<file path="src/rtl/dsk_status_pkg.sv">
// Shared definitions for the task-file status controller.
// The packed struct fixes the bit order the host decodes: busy in bit 7
// down to error in bit 0.
package dsk_status_pkg;

    typedef struct packed {
        logic bsy;
        logic drdy;
        logic df;
        logic dsc;
        logic drq;
        logic zero;
        logic idx;
        logic err;
    } status_t;

    // Task-file address of the status register.
    localparam logic [2:0] STAT_ADDR = 3'd7;

endpackage

</file>
<file path="src/rtl/dsk_stat_rstseq.sv">
// Reset sequencer: tracks host hardware reset and soft reset processing.
// Assumes host_rst_i is a synchronised level and soft_rst_i a one-cycle pulse.
// Processing ends on rst_done_i or after RST_MAX_CYC edges with reset released.
module dsk_stat_rstseq #(
    parameter int unsigned RST_MAX_CYC = 750_000_000
) (
    input  logic clk,
    input  logic rst_n,
    input  logic host_rst_i,
    input  logic soft_rst_i,
    input  logic rst_done_i,
    output logic in_rst_o,
    output logic rst_evt_o
);
    localparam int unsigned TW = $clog2(RST_MAX_CYC + 1);

    logic          in_rst_q;
    logic [TW-1:0] tmr_q;

    // Reset request seen this cycle: restarts processing.
    assign rst_evt_o = host_rst_i | soft_rst_i;
    assign in_rst_o  = in_rst_q;

    // Hold reset processing and count the bounded period once released.
    always_ff @(posedge clk) begin
        if (!rst_n) begin
            in_rst_q <= 1'b0;
            tmr_q    <= '0;
        end else if (rst_evt_o) begin
            in_rst_q <= 1'b1;
            tmr_q    <= '0;
        end else if (in_rst_q) begin
            if (rst_done_i || tmr_q == TW'(RST_MAX_CYC - 1)) begin
                in_rst_q <= 1'b0;
                tmr_q    <= '0;
            end else begin
                tmr_q <= tmr_q + 1'b1;
            end
        end
    end
endmodule

</file>
<file path="src/rtl/dsk_stat_blkcnt.sv">
// Sector byte counter: counts data strobes during a data request phase and
// flags the strobe that completes a block. A long command adds ECC bytes.
// Assumes SECTOR_BYTES and ECC_BYTES are multiples of BYTES_PER_STB.
module dsk_stat_blkcnt #(
    parameter int unsigned SECTOR_BYTES  = 512,
    parameter int unsigned ECC_BYTES     = 4,
    parameter int unsigned BYTES_PER_STB = 2
) (
    input  logic clk,
    input  logic rst_n,
    input  logic clr_i,
    input  logic en_i,
    input  logic long_i,
    output logic blk_end_o
);
    localparam int unsigned SECT_STB = SECTOR_BYTES / BYTES_PER_STB;
    localparam int unsigned LONG_STB = (SECTOR_BYTES + ECC_BYTES) / BYTES_PER_STB;
    localparam int unsigned CW       = $clog2(LONG_STB + 1);

    logic [CW-1:0] cnt_q;
    logic [CW-1:0] last;

    // Last strobe index of the current block, chosen by command kind.
    assign last      = long_i ? CW'(LONG_STB - 1) : CW'(SECT_STB - 1);
    assign blk_end_o = en_i && (cnt_q == last);

    // Advance per strobe, wrap at the block end, clear on command start or reset.
    always_ff @(posedge clk) begin
        if (!rst_n) begin
            cnt_q <= '0;
        end else if (clr_i || blk_end_o) begin
            cnt_q <= '0;
        end else if (en_i) begin
            cnt_q <= cnt_q + 1'b1;
        end
    end
endmodule

</file>
<file path="src/rtl/dsk_stat_flags.sv">
// Condition flags: latched write fault, error, drive ready and seek complete.
// Assumes accept_i marks the cycle a command is taken and act_i a command in progress.
module dsk_stat_flags (
    input  logic clk,
    input  logic rst_n,
    input  logic rst_evt_i,
    input  logic accept_i,
    input  logic act_i,
    input  logic not_ready_i,
    input  logic wr_fault_i,
    input  logic err_i,
    input  logic spin_ready_i,
    input  logic spinup_done_i,
    output logic df_o,
    output logic err_o,
    output logic drdy_o,
    output logic dsc_o
);
    logic df_q, err_q, nr_q, spin_q, dsc_q;

    // Write fault: latched during a command, cleared by a new command or reset.
    always_ff @(posedge clk) begin
        if (!rst_n || rst_evt_i)      df_q <= 1'b0;
        else if (accept_i)            df_q <= 1'b0;
        else if (act_i && wr_fault_i) df_q <= 1'b1;
    end

    // Error: same life cycle as the fault flag.
    always_ff @(posedge clk) begin
        if (!rst_n || rst_evt_i)  err_q <= 1'b0;
        else if (accept_i)        err_q <= 1'b0;
        else if (act_i && err_i)  err_q <= 1'b1;
    end

    // Not-ready condition sampled when a command is received.
    always_ff @(posedge clk) begin
        if (!rst_n)        nr_q <= 1'b0;
        else if (accept_i) nr_q <= not_ready_i;
    end

    // Registered spindle-ready level.
    always_ff @(posedge clk) begin
        if (!rst_n) spin_q <= 1'b0;
        else        spin_q <= spin_ready_i;
    end

    // Seek complete: sticky once spin-up has finished.
    always_ff @(posedge clk) begin
        if (!rst_n)             dsc_q <= 1'b0;
        else if (spinup_done_i) dsc_q <= 1'b1;
    end

    assign df_o   = df_q;
    assign err_o  = err_q;
    assign drdy_o = spin_q & ~nr_q;
    assign dsc_o  = dsc_q;
endmodule

</file>
<file path="src/rtl/dsk_status_ctrl.sv">
// Task-file status controller top: command life cycle (busy / data request),
// status byte assembly and busy-time read redirection.
// Assumes all inputs are synchronous to clk; the read mux is combinational.
module dsk_status_ctrl
    import dsk_status_pkg::*;
#(
    parameter int unsigned SECTOR_BYTES  = 512,
    parameter int unsigned ECC_BYTES     = 4,
    parameter int unsigned BYTES_PER_STB = 2,
    parameter int unsigned RST_MAX_CYC   = 750_000_000
) (
    input  logic       clk,
    input  logic       rst_n,
    input  logic       host_rst_i,
    input  logic       soft_rst_i,
    input  logic       rst_done_i,
    input  logic       cmd_wr_i,
    input  logic       cmd_long_i,
    input  logic       not_ready_i,
    input  logic       cmd_done_i,
    input  logic       buf_ready_i,
    input  logic       xfer_stb_i,
    input  logic       wr_fault_i,
    input  logic       err_i,
    input  logic       spin_ready_i,
    input  logic       spinup_done_i,
    input  logic       index_i,
    input  logic [2:0] rd_addr_i,
    input  logic [7:0] reg_rdata_i,
    output logic [7:0] status_o,
    output logic [7:0] host_rdata_o
);
    logic    in_rst, rst_evt;
    logic    act_q, drq_q, long_q;
    logic    bsy_vis, accept, blk_end;
    logic    df, err, drdy, dsc;
    status_t st;

    dsk_stat_rstseq #(.RST_MAX_CYC(RST_MAX_CYC)) u_rstseq (
        .clk        (clk),
        .rst_n      (rst_n),
        .host_rst_i (host_rst_i),
        .soft_rst_i (soft_rst_i),
        .rst_done_i (rst_done_i),
        .in_rst_o   (in_rst),
        .rst_evt_o  (rst_evt)
    );

    dsk_stat_blkcnt #(
        .SECTOR_BYTES  (SECTOR_BYTES),
        .ECC_BYTES     (ECC_BYTES),
        .BYTES_PER_STB (BYTES_PER_STB)
    ) u_blkcnt (
        .clk       (clk),
        .rst_n     (rst_n),
        .clr_i     (accept | rst_evt | cmd_done_i),
        .en_i      (xfer_stb_i & drq_q & act_q),
        .long_i    (long_q),
        .blk_end_o (blk_end)
    );

    dsk_stat_flags u_flags (
        .clk           (clk),
        .rst_n         (rst_n),
        .rst_evt_i     (rst_evt),
        .accept_i      (accept),
        .act_i         (act_q),
        .not_ready_i   (not_ready_i),
        .wr_fault_i    (wr_fault_i),
        .err_i         (err_i),
        .spin_ready_i  (spin_ready_i),
        .spinup_done_i (spinup_done_i),
        .df_o          (df),
        .err_o         (err),
        .drdy_o        (drdy),
        .dsc_o         (dsc)
    );

    // Busy as seen by the host: command or reset in progress, hidden during a data request.
    assign bsy_vis = (act_q | in_rst) & ~drq_q;
    assign accept  = cmd_wr_i & ~bsy_vis & ~in_rst & ~rst_evt;

    // Command in progress: set on acceptance, ended by completion or reset.
    always_ff @(posedge clk) begin
        if (!rst_n || rst_evt) act_q <= 1'b0;
        else if (accept)       act_q <= 1'b1;
        else if (cmd_done_i)   act_q <= 1'b0;
    end

    // Command kind captured at acceptance.
    always_ff @(posedge clk) begin
        if (!rst_n)      long_q <= 1'b0;
        else if (accept) long_q <= cmd_long_i;
    end

    // Data request: raised by a ready buffer, dropped at block end, completion or reset.
    always_ff @(posedge clk) begin
        if (!rst_n || rst_evt)                     drq_q <= 1'b0;
        else if (accept || cmd_done_i || blk_end)  drq_q <= 1'b0;
        else if (buf_ready_i && act_q)             drq_q <= 1'b1;
    end

    // Status byte assembly.
    always_comb begin
        st.bsy  = bsy_vis;
        st.drdy = drdy;
        st.df   = df;
        st.dsc  = dsc;
        st.drq  = drq_q;
        st.zero = 1'b0;
        st.idx  = index_i;
        st.err  = err;
    end

    assign status_o = st;

    // Host read path: status address, or any address while busy, returns status.
    always_comb begin
        if (st.bsy || rd_addr_i == STAT_ADDR) host_rdata_o = st;
        else                                  host_rdata_o = reg_rdata_i;
    end
endmodule

</file>
<file path="config.mk">
export PLATFORM = sky130hd
export DESIGN_NAME = dsk_status_ctrl
export DESIGN_NICKNAME = d
export VERILOG_FILES = /design/src/rtl/dsk_status_pkg.sv /design/src/rtl/dsk_stat_rstseq.sv /design/src/rtl/dsk_stat_blkcnt.sv /design/src/rtl/dsk_stat_flags.sv /design/src/rtl/dsk_status_ctrl.sv
export SDC_FILE = /design/constraint.sdc
export NUM_CORES = 1
export LEC_CHECK = 0
export CAP_MARGIN = 20
export CORE_MARGIN = 2
export CORE_UTILIZATION = 45
export DETAILED_ROUTE_END_ITERATION = 7
export HOLD_SLACK_MARGIN = 0.06
export PLACE_DENSITY = 0.79
export RECOVER_POWER = 25
export SYNTH_ARGS = -nofsm -noshare
export SYNTH_HDL_FRONTEND = slang
export SYNTH_SLANG_ARGS = --single-unit
</file>
<file path="constraint.sdc">
create_clock -name clk -period 6.7 [get_ports clk]
set_clock_uncertainty 0.2 [all_clocks]
set_input_delay 1.005 -clock clk [delete_from_list [all_inputs] [get_ports clk]]
set_output_delay 1.005 -clock clk [all_outputs]
set_load 0.01 [all_outputs]
</file>
==> results of run 1 <==
==> area by class of cell <==
class / instances / area (um^2)
flip-flops and latches: 48 / 961
fillers: 525 / 2450
clock buffers: 6 / 82.6
well taps: 72 / 90.1
multi-input cells: 238 / 1510
inverters: 8 / 30.0
repair buffers: 44 / 445
clock inverters: 2 / 10.0
==> worst min path at each step <==
stage / end / cells past startpoint / from
after floorplan: u_rstseq.tmr_q[29] / 1 / u_rstseq.tmr_q[29]
after global placement: u_rstseq.tmr_q[29] / 1 / u_rstseq.tmr_q[29]
after global routing: u_rstseq.tmr_q[29] / 1 / u_rstseq.tmr_q[29]
after detailed placement: u_rstseq.tmr_q[9] / 1 / u_rstseq.tmr_q[9]
after CTS: u_rstseq.tmr_q[9] / 1 / u_rstseq.tmr_q[9]
final: u_flags.df_o / 2 / u_flags.df_o
==> worst register-to-register path, cell delays in order, from the launching register on <==
cell and delay [ns]:
dfxtp_1 0.40, ha_1 0.25, nand4_1 0.22, nor4_1 0.70
a21oi_4 0.19, buf_12 0.22, and2_2 0.22, a221o_1 0.29
==> logic make-up (layout without fill, tap and decap cells) <==
family,count (synthesis),in the layout
AO/OA/AOI/OAI,63,63
XOR/XNOR,10,10
adder cells (fa/ha/maj),2,2
buffers and inverters,32,60
flip-flops,48,48
multiplexers,14,14
other,1,1
AND/OR/NAND/NOR,148,148
==> layer usage <==
layer | wire length, um | global-route usage (%) | vias to the layer above
met2 | 2940 | 33.8 | 57
met4 | 27 | 4.41 | 0
met1 | 2760 | 26.7 | 1179
met3 | 307 | 3.60 | 4
met5 | 0 | 0 | -
li1 | - | - | 1241
==> registers in the layout, indices dropped and copies added (netlist names) <==
signal	cells
u_rstseq.in_rst_o	1
u_flags.nr_q	1
drq_q	1
u_rstseq.tmr_q	30
long_q	1
u_flags.df_o	1
u_blkcnt.cnt_q	9
u_flags.spin_q	1
act_q	1
u_flags.err_o	1
u_flags.dsc_o	1
==> cell usage in the layout, fill, tap and decap left out, drive strengths merged, types with 9 or more instances in the layout <==
cell	n
a21oi	10
a31oi	23
nand3	22
clkdlybuf4s50	36
nand2	31
nand4	13
dfxtp	48
mux2i	9
and3	9
nor2	28
==> per-stage QoR <==
step                cell area (um^2)  hold WS [ns]  util, %  instances  power, W
global route                    3130         0.322     56.1        418  0.000545
CTS                             3120         0.293     55.9        417  0.000527
finish                          3130         0.293     56.1        418  0.000526
detailed placement              3030         0.280     54.3        409  0.000353
floorplan                       2630         0.233        -        318  0.000323
global placement                3030         0.251     54.3        409  0.000352
==> power by group through the flow <==
stage               Clock (W)  Sequential [W]  Combinational, W
global placement            0        0.000295         0.0000567
global route         0.000194        0.000288         0.0000628
CTS                  0.000181        0.000288         0.0000580
floorplan                   0        0.000294         0.0000290
finish               0.000180        0.000288         0.0000583
detailed placement          0        0.000295         0.0000578
==> summary.txt, run 1 <==
Run status
  • Status: complete, no violations

Power and ir drop
  • Leakage: 1.03 nW
  • Worst VDD drop: 0.104 mV
  • Sw Ratio: 23.7%
  • Power share of the combinational group: 11.1%
  • Int Power: 0.000401 W
  • Net Switching: 0.000125 W
  • Register share of total power: between 50% and 60%
  • P per Cell Area: between 150 and 200 mW/mm^2
  • Clock power frac: approximately 34%

Setup path
  • Worst Path Max Fanout: 5
  • Top delay family on crit path: buffers and inverters
  • WS Path Type: input port to output port
  • CP arrival: 2.66 ns
  • Critical Path Source Type: input port
  • CP cell instances: clkdlybuf4s50_1, nand3_1, nand2_1, mux2_2, clkdlybuf4s50_1
  • Worst Path Required: 5.49 ns
  • Reg-to-Reg Start: u_rstseq.tmr_q[0]
  • Delay of the slowest critical-path stage: 0.48 ns
  • CP Buf/Inv Count: 2
  • R2R cell count: 7
  • RR Endpoint: u_rstseq.tmr_q[17]
  • Crit path capture type: output port
  • CP startpoint: rd_addr_i[2]
  • Levels on crit path: 5
  • Crit-path slowest cell: clkdlybuf4s50_1
  • Top cell by count, worst path: clkdlybuf4s50_1
  • R2R setup slack: 3.90 ns
  • CP Capture Point: host_rdata_o[4]

Yosys
  • Cell variety after synth: 55
  • Commonest cells post-synth: 48 x dfxtp_1, 31 x nand2_1, 28 x nor2_1, 23 x a31oi_1, 21 x nand3_1
  • Simple-gate portion of the synthesized area: between 30% and 40%
  • Cell with the most instances after synthesis: dfxtp_1
  • FFs w/ async S/R, synth: 0%
  • Number of enable flip-flop cells after synthesis: 0
  • Adder-cell share of the synthesized area: less than 1%
  • Yosys warns: 0
  • Synth top area share: 36.5%
  • Post-synthesis xor/xnor area fraction: 3.33%
  • Flops & latches, synth: 48
  • Post-synthesis mux area share: 5.56%
  • Main area contributors after synthesis: dfxtp_1 37%, a31oi_1 5.5%, nand2_1 4.4%, nand3_1 4.0%, nor2_1 4.0%
  • Prevailing post-synth register cell: dfxtp_1
  • Post-Syn Area: 0.00263 mm^2
  • Net Count, Synth: 347
  • Avg Cell Area, Syn: 8.27 um^2
  • Largest family of logic cells by synthesized area: simple AND/OR/NAND/NOR gates
  • Mapped Cells: 318
  • Sequential area share after synthesis: between 30 and 40%
  • Synth Area in Compound Gates: between 15 and 20%
  • Area leader, netlist: dfxtp_1

Clocking
  • Post-cts resize count: 0
  • CTS root buffer: clkbuf_8
  • Setup repair bufs after CTS: 0
  • Hold-fix buffers at CTS: 0
  • H-tree levels: 2
  • TritonCTS clock tree: yes
  • TritonCTS buffer count: 5
  • Reg clk slew, reported paths: approximately 0.090 ns
  • Worst skew pair latency: 0.30 ns
  • Longest Clk Path Bufs: 2
  • CTS sink cnt: 48

Routing
  • Initial DRC count: 159
  • Final wirelength: 6030 um
  • Remaining DRCs: 0
  • Initial DRT Pass Iterations: 4
  • Remaining antenna violation count: 0
  • Vias: 2,481
  • Vias per inst: 5.94
  • Routed len/inst: 14.4 um

Placed design
  • Pre-CTS setup slack: 2.83 ns
  • Final Wtd Congestion: 0.817
  • PortBufs: 41
  • Post-DP HPWL: 4300 um

Global routing
  • Largest net degree at the start of global routing: 49
  • Initial antenna violation count: 0
  • First-pass GRT wire length: 10,500 um
  • Total global-route track usage: 20.0%
  • Vias in the first global route: 2,346
  • Gr ovfl total: 0

Finish
  • P&R area growth vs syn: 18.8%
  • Layout net count: 374
  • Layout cells sized above 1: 7.51%
  • # diodes: 0

Timing
  • FMAX: 259 MHz
  • Max-slew violation count: 0
  • Slack of the critical path: 2.83 ns
  • Total Neg Setup Slack: 0 ns
  • Worst slew pin tran: 1.05 ns
  • Final setup violation count: 0
  • Crit path time final: between 3 and 4 ns
  • Final worst path period share: 57.7%
  • Slew HR: a little under a third
  • RSZ-0062 raised after global routing: no
  • Endpoints failing hold: 0

Floorplan
  • Die ar.: roughly 0.0065 mm^2
  • I/O Pins: 43
  • Die Y-Extent: 80.5 um
  • Initial Util: between 40% and 50%
  • Chip Width: 80.5 um
  • Core Area: 0.00557 mm^2
  • # rows: 27

Hold path
  • Hold WC Path Type: flop to flop

Run
  • Max cap viols: 0
(Power assumes the default switching activity.)
==> inputs of run 2 (changes only) <==
- PLACE_DENSITY: 0.79 -> 0.82
- clock period: 6.7 -> 3.5 ns (I/O delays scaled with it)
==> summary.txt, run 2 (synthesis results as in run 1) <==
Floorplan
  • I/O Pins: 43 (unchanged)
  • Die Y-Extent: 80.5 um (unchanged)
  • Die ar.: 0.00647 mm^2 (unchanged)
  • Chip Width: 80.5 um (unchanged)
  • # rows: 27 (unchanged)
  • Core Area: 0.00557 mm^2 (unchanged)
  • Initial Util: 47.2% (unchanged)

Timing
  • Worst slew pin tran: 0.683 ns (was 1.05 ns)
  • FMAX: between 300 and 400 MHz
  • Slew HR: 54.0% (was 30.0%)
  • Max-slew violation count: 0 (unchanged)
  • Total Neg Setup Slack: 0 ns (unchanged)
  • Endpoints failing hold: 0 (unchanged)
  • Final worst path period share: 84.4%
  • Final setup violation count: 0 (unchanged)
  • RSZ-0062 raised after global routing: no (unchanged)
  • Crit path time final: roughly 3 ns

Finish
  • # diodes: 0 (unchanged)
  • P&R area growth vs syn: 19.2% (was 18.8%)
  • Commonest non-fill, non-tap cell in the layout: dfxtp_1 (unchanged)
  • Layout cells sized above 1: 8.31% (was 7.51%)
  • Fill count: 500 (was 525)
  • Registers with the most flip-flops: u_rstseq.tmr_q x30, u_blkcnt.cnt_q x9 (unchanged)
  • Most frequent cells in the layout: 48 x dfxtp_1, 35 x clkdlybuf4s50_1, 31 x nand2_1, 28 x nor2_1, 23 x a31oi_1 (was 48 x dfxtp_1, 36 x clkdlybuf4s50_1, 31 x nand2_1, 28 x nor2_1, 23 x a31oi_1)
  • Final std cells w/o fill: 421 (was 418)
  • Biggest register: u_rstseq.tmr_q (unchanged)
  • Layout net count: 377 (was 374)
  • Multi-input combinational cell area: 0.00151 mm^2 (unchanged)
  • Util after Layout: 56.3% (was 56.1%)
  • Design Area, Final: 0.00314 mm^2 (was 0.00313 mm^2)
  • Sequential Area: 961 um^2 (unchanged)
  • Max reg flops: 30 (unchanged)

Power and ir drop
  • P per Cell Area: 320 mW/mm^2 (was 168 mW/mm^2)
  • Worst VDD drop: 0.236 mV (was 0.104 mV)
  • Leakage: 1.04 nW (was 1.03 nW)

Clocking
  • CTS root buffer: clkbuf_8 (unchanged)
  • Hold-fix buffers at CTS: 0 (unchanged)
  • TritonCTS clock tree: yes (unchanged)
  • H-tree levels: 2 (unchanged)
  • TritonCTS buffer count: 5 (unchanged)
  • CTS sink cnt: 48 (unchanged)
  • Worst skew pair latency: 0.30 ns (about the same)
  • Reg clk slew, reported paths: 0.10 ns (was 0.09 ns)
  • Longest Clk Path Bufs: 2 (unchanged)
  • Post-cts resize count: 0 (unchanged)
  • Setup repair bufs after CTS: 0 (unchanged)

Routing
  • Vias per inst: 6.05 (was 5.94)
  • Vias: 2,548 (was 2,481)
  • Remaining DRCs: 0 (unchanged)
  • Final wirelength: 6430 um (was 6030 um)
  • Routed len/inst: 15.3 um (was 14.4 um)
  • Initial DRT Pass Iterations: 4 (unchanged)
  • Remaining antenna violation count: 0 (unchanged)
  • Initial DRC count: 204 (was 159)

Placed design
  • Placed Instance Area: 0.00306 mm^2 (was 0.00303 mm^2)
  • PortBufs: 41 (unchanged)
  • Placed cell count: 413 (was 409)
  • Final Wtd Congestion: 0.822 (was 0.817)
  • Post-DP HPWL: 4640 um (was 4300 um)

Global routing
  • First-pass GRT wire length: 11,000 um (was 10,500 um)
  • Vias in the first global route: 2,461 (was 2,346)
  • Total global-route track usage: 21.1% (was 20.0%)
  • Gr ovfl total: 0 (unchanged)
  • Initial antenna violation count: 0 (unchanged)
  • Largest net degree at the start of global routing: 45 (was 49)

Hold path
  • Hold WC Path Type: flop to flop (unchanged)

Setup path
  • Critical Path Source Type: flop (was input port)
  • CP arrival: 2.23 ns (was 2.66 ns)
  • Worst Path Required: 2.77 ns (was 5.49 ns)
  • Crit path capture type: output port (unchanged)
  • Worst Path Max Fanout: 6 (was 5)
  • WS Path Type: flop to output port (was input port to output port)

Run
  • Max cap viols: 0 (unchanged)

Run status
  • Status: complete, no violations (unchanged)
## run 2: area by class of cell
type | instances | area share (%)
multi-input cells | 238 | 48.1
flip-flops and latches | 48 | 30.6
repair buffers | 47 | 14.5
well taps | 72 | 2.87
clock buffers | 5 | 2.19
inverters | 8 | 0.958
clock inverters | 3 | 0.718
## run 2: critical path: stages, from the launching register on
cell and delay [ns]:
dfxtp_1 0.37, o21ai_0 0.43, nand2_1 0.29, mux2_2 0.30
clkdlybuf4s50_1 0.54
## run 2: report_power, final
part	total, W	switching (W)	leakage [nW]	internal [W]
Clock	0.000339	0.000196	0.0485	0.000143
Sequential	0.000552	0.00000267	0.388	0.000549
Combinational	0.000113	0.0000527	0.604	0.0000608
Total	0.00100	0.000251	1.04	0.000753
## run 2: routing by layer
metal | routed length, um | up-vias | part of all wire [%] | global-route usage (%)
met3 | 324 | 12 | 5.0 | 3.82
li1 | - | 1239 | - | -
met4 | 82 | 0 | 1.3 | 6.44
met2 | 3220 | 70 | 50 | 36.5
met1 | 2810 | 1227 | 44 | 26.6
met5 | 0 | - | 0 | 0
## run 2: per-stage QoR
stage	hold WS [ns]	setup WS (ns)	total power (W)
after floorplan	0.233	1.28	0.000619
after global placement	0.250	0.628	0.000675
after detailed placement	0.269	0.537	0.000679
after CTS	0.283	0.531	0.00102
after global routing	0.319	0.329	0.00105
final	0.287	0.545	0.00100
## run 2: final timing paths
| kind | cells after the start | slack, ns | from | to |
|---|---|---|---|---|
| setup / recovery | 4 | 0.55 | act_q | host_rdata_o[0] |
| hold / removal | 1 | 0.29 | u_rstseq.tmr_q[29] | u_rstseq.tmr_q[29] |
| setup reg to reg | 7 | 0.82 | u_rstseq.tmr_q[0] | u_rstseq.tmr_q[13] |
| hold reg to reg | 1 | 0.29 | u_rstseq.tmr_q[29] | u_rstseq.tmr_q[29] |
